[config.mk]
export PLATFORM = sky130hd
export DESIGN_NAME = dl_hdr_capture
export DESIGN_NICKNAME = d
export VERILOG_FILES = /design/src/rtl/dl_pkg.sv /design/src/rtl/dl_hdr_capture.sv
export SDC_FILE = /design/constraint.sdc
export NUM_CORES = 1
export LEC_CHECK = 0
export BUFFER_PORTS_ARGS = -buffer_cell sky130_fd_sc_hd__buf_2
export CAP_MARGIN = 5
export CORE_MARGIN = 1.5
export CORE_UTILIZATION = 49
export DETAILED_ROUTE_END_ITERATION = 12
export PLACE_DENSITY = 0.8
export SLEW_MARGIN = 20
export SYNTH_ARGS = -nofsm -noshare
export SYNTH_HDL_FRONTEND = slang
export SYNTH_SLANG_ARGS = --single-unit
[constraint.sdc]
create_clock -name clk_i -period 1 [get_ports clk_i]
set_input_delay 0.2 -clock clk_i [delete_from_list [all_inputs] [get_ports clk_i]]
set_output_delay 0.2 -clock clk_i [all_outputs]
set_load 0.1 [all_outputs]
[src/rtl/dl_pkg.sv]
package dl_pkg;
  typedef enum logic {ST_CMD, ST_BODY} dl_state_e;

  // stream positions; the block's framing depends on these
  localparam int unsigned POS_CMD       = 3;
  localparam int unsigned POS_ADDR_MSB  = 19;
  localparam int unsigned POS_ADDR_LSB  = 22;
  localparam int unsigned POS_LEN_FIRST = 23;
  localparam int unsigned POS_DATA      = 27;
endpackage

[src/rtl/dl_hdr_capture.sv]
module dl_hdr_capture
  import dl_pkg::*;
#(
  parameter int unsigned LEN_W = 16,
  parameter int unsigned POS_W = 17
) (
  input  logic             clk_i,
  input  logic             rst_ni,
  input  logic             start_i,
  input  logic             stb_i,
  input  logic [POS_W-1:0] pos_i,
  input  logic [7:0]       byte_i,
  output logic [31:0]      addr_o,
  output logic [LEN_W-1:0] len_o
);
  localparam int unsigned LEN_BYTES = LEN_W / 8;
  localparam int unsigned LEN_LAST  = POS_LEN_FIRST + LEN_BYTES - 1;

  logic [31:0]      addr_q;
  logic [LEN_W-1:0] len_q;
  logic             addr_hit, len_hit;

  assign addr_hit = stb_i && pos_i >= POS_W'(POS_ADDR_MSB) && pos_i <= POS_W'(POS_ADDR_LSB);
  assign len_hit  = stb_i && pos_i >= POS_W'(POS_LEN_FIRST) && pos_i <= POS_W'(LEN_LAST);

  always_ff @(posedge clk_i or negedge rst_ni) begin
    if (!rst_ni)       addr_q <= '0;
    else if (addr_hit) addr_q <= {addr_q[23:0], byte_i};
  end

  generate
    if (LEN_W == 8) begin : g_len_one
      always_ff @(posedge clk_i or negedge rst_ni) begin
        if (!rst_ni)      len_q <= '0;
        else if (start_i) len_q <= '0;
        else if (len_hit) len_q <= byte_i;
      end
    end else begin : g_len_multi
      always_ff @(posedge clk_i or negedge rst_ni) begin
        if (!rst_ni)      len_q <= '0;
        else if (start_i) len_q <= '0;
        else if (len_hit) len_q <= {len_q[LEN_W-9:0], byte_i};
      end
    end
  endgenerate

  assign addr_o = addr_q;
  assign len_o  = len_q;

  AST_LEN_FROZEN: assert property (@(posedge clk_i) disable iff (!rst_ni)
    (stb_i && !start_i && pos_i > POS_W'(LEN_LAST)) |=> $stable(len_o)) else $error("AST_LEN_FROZEN");
endmodule

==> results_dict.tcl <==
set metrics [dict create \
    outcome "complete, but fails checks" \
    violations "setup timing" \
    ant_nets 0 \
    hold_viol_final 0 \
    period_share_pct 152 \
    drive_gt1_share_pct 72.1 \
    crit_path_max_fanout 8 \
    rsz0062_at_grt "yes" \
    slew_violations 0 \
    numCtsBuffers 5 \
    dieArea_um2 4890 \
    num_io_pins 77 \
    hold_ws_ns 0.141 \
    yosys_warnings 0 \
    grt_usage_pct 27.5 \
    initial_core_util_pct 50.8 \
    wl_per_cell_um 25.5 \
    fin_ws_ns -0.523 \
    hp-class "in -> reg" \
    ir_drop_mv 0.810 \
    critical_path_required_ns 1.22 \
    max_slew_margin_pct 80.2 \
    rows 24 \
    path_class "in -> reg" \
    cts_max_path_buffers 2 \
    wirelength_um 8100 \
    path_clk_slew_ns 0.10 \
    grt_antenna_before_repair 1 \
    hpwlAfterDp_um 3360 \
    worst_pin_slew_ns 0.298 \
    dr.pass1.iters 4 \
    finalCriticalPeriod_ns 1.52 \
    grt_max_degree 49 \
    cts.sinks 48 \
    synth.avg_cell_area_um2 16.0 \
    setup_violations 96 \
    powerDensity_nw_per_um2 917 \
    routed_via_density 5.52 \
    fmax_ghz 0.657 \
    seqCellArea_um2 1220 \
    final_cells 318 \
    yosysSeqAreaShare_pct 54.7 \
    grt_pass1_vias 1780 \
    synth.net_count 166 \
    place_inst 263 \
    drt_iter0_drc 76 \
    leakagePower_nw 1.83 \
    cts_tree "done" \
    drcViolationCount 0 \
    portBuffers 76 \
    cp-end-kind "flip-flop" \
    multi_input_area_um2 947 \
    slowest_stage "nor4b_4" \
    cts_max_level 2 \
    clk-insertion-delay-late_ns 0.31 \
    synthDistinctLibCells 19 \
    final_core_util_pct 92.3 \
    grt_pass1_wl_um 10100 \
    cts_root_buf "clkbuf_8" \
    gp_congestion 0.680 \
    syn_area_um2 2190 \
    finalClockSkew_ns 0.00499 \
    vias 1754 \
    cp.arrival_ns 1.74 \
    place_area_um2 3390 \
    cpLargestDelayFamily "buffers and inverters" \
    maxCapViolations 0 \
    critPathLaunchType "primary input" \
    reg2reg_slack_ns -0.17 \
    nets 293 \
    fp.dieW_um 69.9 \
    die_h_um 69.9 \
    max_stage_delay_ns 0.29 \
    fill_cells 143 \
    core-area_um2 4320 \
    path_buf_inv 4 \
    synth_seq_cells 48 \
    final_area_um2 3990 \
    gr-total-overflow 0 \
    synth_cells 137 \
    path_cells "buf_2, nor4b_4, nand4_2, buf_4, buf_6, a21oi_4, buf_12, mux2i_2" \
    area_growth_pct 81.9 \
]
[cells in the final DEF, fill, tap and decap left out, types with 2 or more instances in the layout]
cell type and count:
nand2b_1 24, buf_4 39, mux2i_1 15, nor4b_4 2
mux2_4 32, buf_12 51, buf_16 3, buf_8 2
buf_2 24, clkinv_4 2, buf_6 5, dfrtp_2 18
dfrtp_1 30, clkbuf_8 5
[final timing paths]
check                           start    endpoint  cells after the start
setup / recovery             pos_i[6]    len_o[2]                      8
hold / removal              byte_i[5]   addr_o[5]                      2
setup reg to reg           addr_o[23]  addr_o[23]                      3
hold reg to reg            addr_o[25]  addr_o[25]                      1
max in group asynchronous      rst_ni   len_o[15]                      3
min in group asynchronous      rst_ni  addr_o[28]                      3
[timing repair]
| item | 4_1_cts | 5_1_grt |
|---|---|---|
| endpoints found under the setup margin | 96 | 96 |
| hold endpoints to repair | 48 | 0 |
| pin swaps | 4 | 5 |
| buffers inserted | 31 | 11 |
| gates cloned | 3 | 1 |
| hold buffers | 1 | 0 |
| resized for setup | 11 | 5 |
[metrics by stage]
step / worst slack, ns / TNS (ns) / power, mW
after floorplan: -0.676 / -30.97 / 2.03
after global placement: -0.740 / -30.64 / 2.16
after detailed placement: -0.807 / -33.70 / 2.17
after CTS: -0.424 / -24.66 / 3.59
after global routing: -0.589 / -33.29 / 3.73
final: -0.523 / -30.02 / 3.66
[power by group]
part / internal, mW / switching (mW) / total [mW]
registers: 1.94 / 0.000297 / 1.94
logic: 0.0972 / 0.118 / 0.215
clock network: 0.755 / 0.751 / 1.51
[routing by layer]
layer	GRT usage [%]	share of wire, %	vias to the layer above
li1	-	-	731
met1	34.3	37	891
met2	48.4	53	105
met3	5.19	5.4	27
met4	8.76	4.3	0
met5	0	0	-
[cells by family (layout without fill, tap and decap cells)]
kind of cell | count (synthesis) | after routing | synth area share [%]
DFF | 48 | 48 | 54.7
AOI/OAI and AO/OA | 1 | 1 | 0.741
buffers and inverters | 6 | 134 | 3.59
muxes | 48 | 48 | 28.8
xor gates and xnor gates | 1 | 1 | 0.399
other | 0 | 1 | 0
and+or+nand+nor | 33 | 33 | 11.7
[Yosys cell counts]
library cell | n | area, um^2
mux2i_1 | 16 | 160
a21oi_4 | 1 | 16.3
buf_12 | 3 | 60.1
clkbuf_1 | 2 | 7.51
or4b_1 | 1 | 10.0
dfrtp_1 | 48 | 1200
nand2_1 | 1 | 3.75
nor2_1 | 1 | 3.75
buf_6 | 1 | 11.3
nor4_2 | 1 | 12.5
nor4b_4 | 1 | 23.8
nand4_2 | 1 | 12.5
mux2_2 | 2 | 22.5
xor2_1 | 1 | 8.76
nand2b_1 | 24 | 150
nor3_4 | 1 | 16.3
mux2_4 | 30 | 450
nand4b_1 | 1 | 8.76
nor4b_2 | 1 | 15.0
[registers in the layout, summed over array words and instances, names as in the netlist]
signal	flops
addr_o	32
len_o	16
[worst reg2reg max path, cell delays in order, from the launching register on]
cell and delay, ns:
dfrtp_1 0.46, buf_4 0.18, buf_4 0.14, mux2_4 0.28
[area by class of cell]
type	instances	area share, %
diodes	1	0.0627
clock buffers	5	1.72
clock inverters	3	1.19
multi-input cells	83	23.7
flip-flops and latches	48	30.6
well taps	52	1.63
repair buffers	126	41.0
Note: power is estimated with default switching activity, not from simulation.
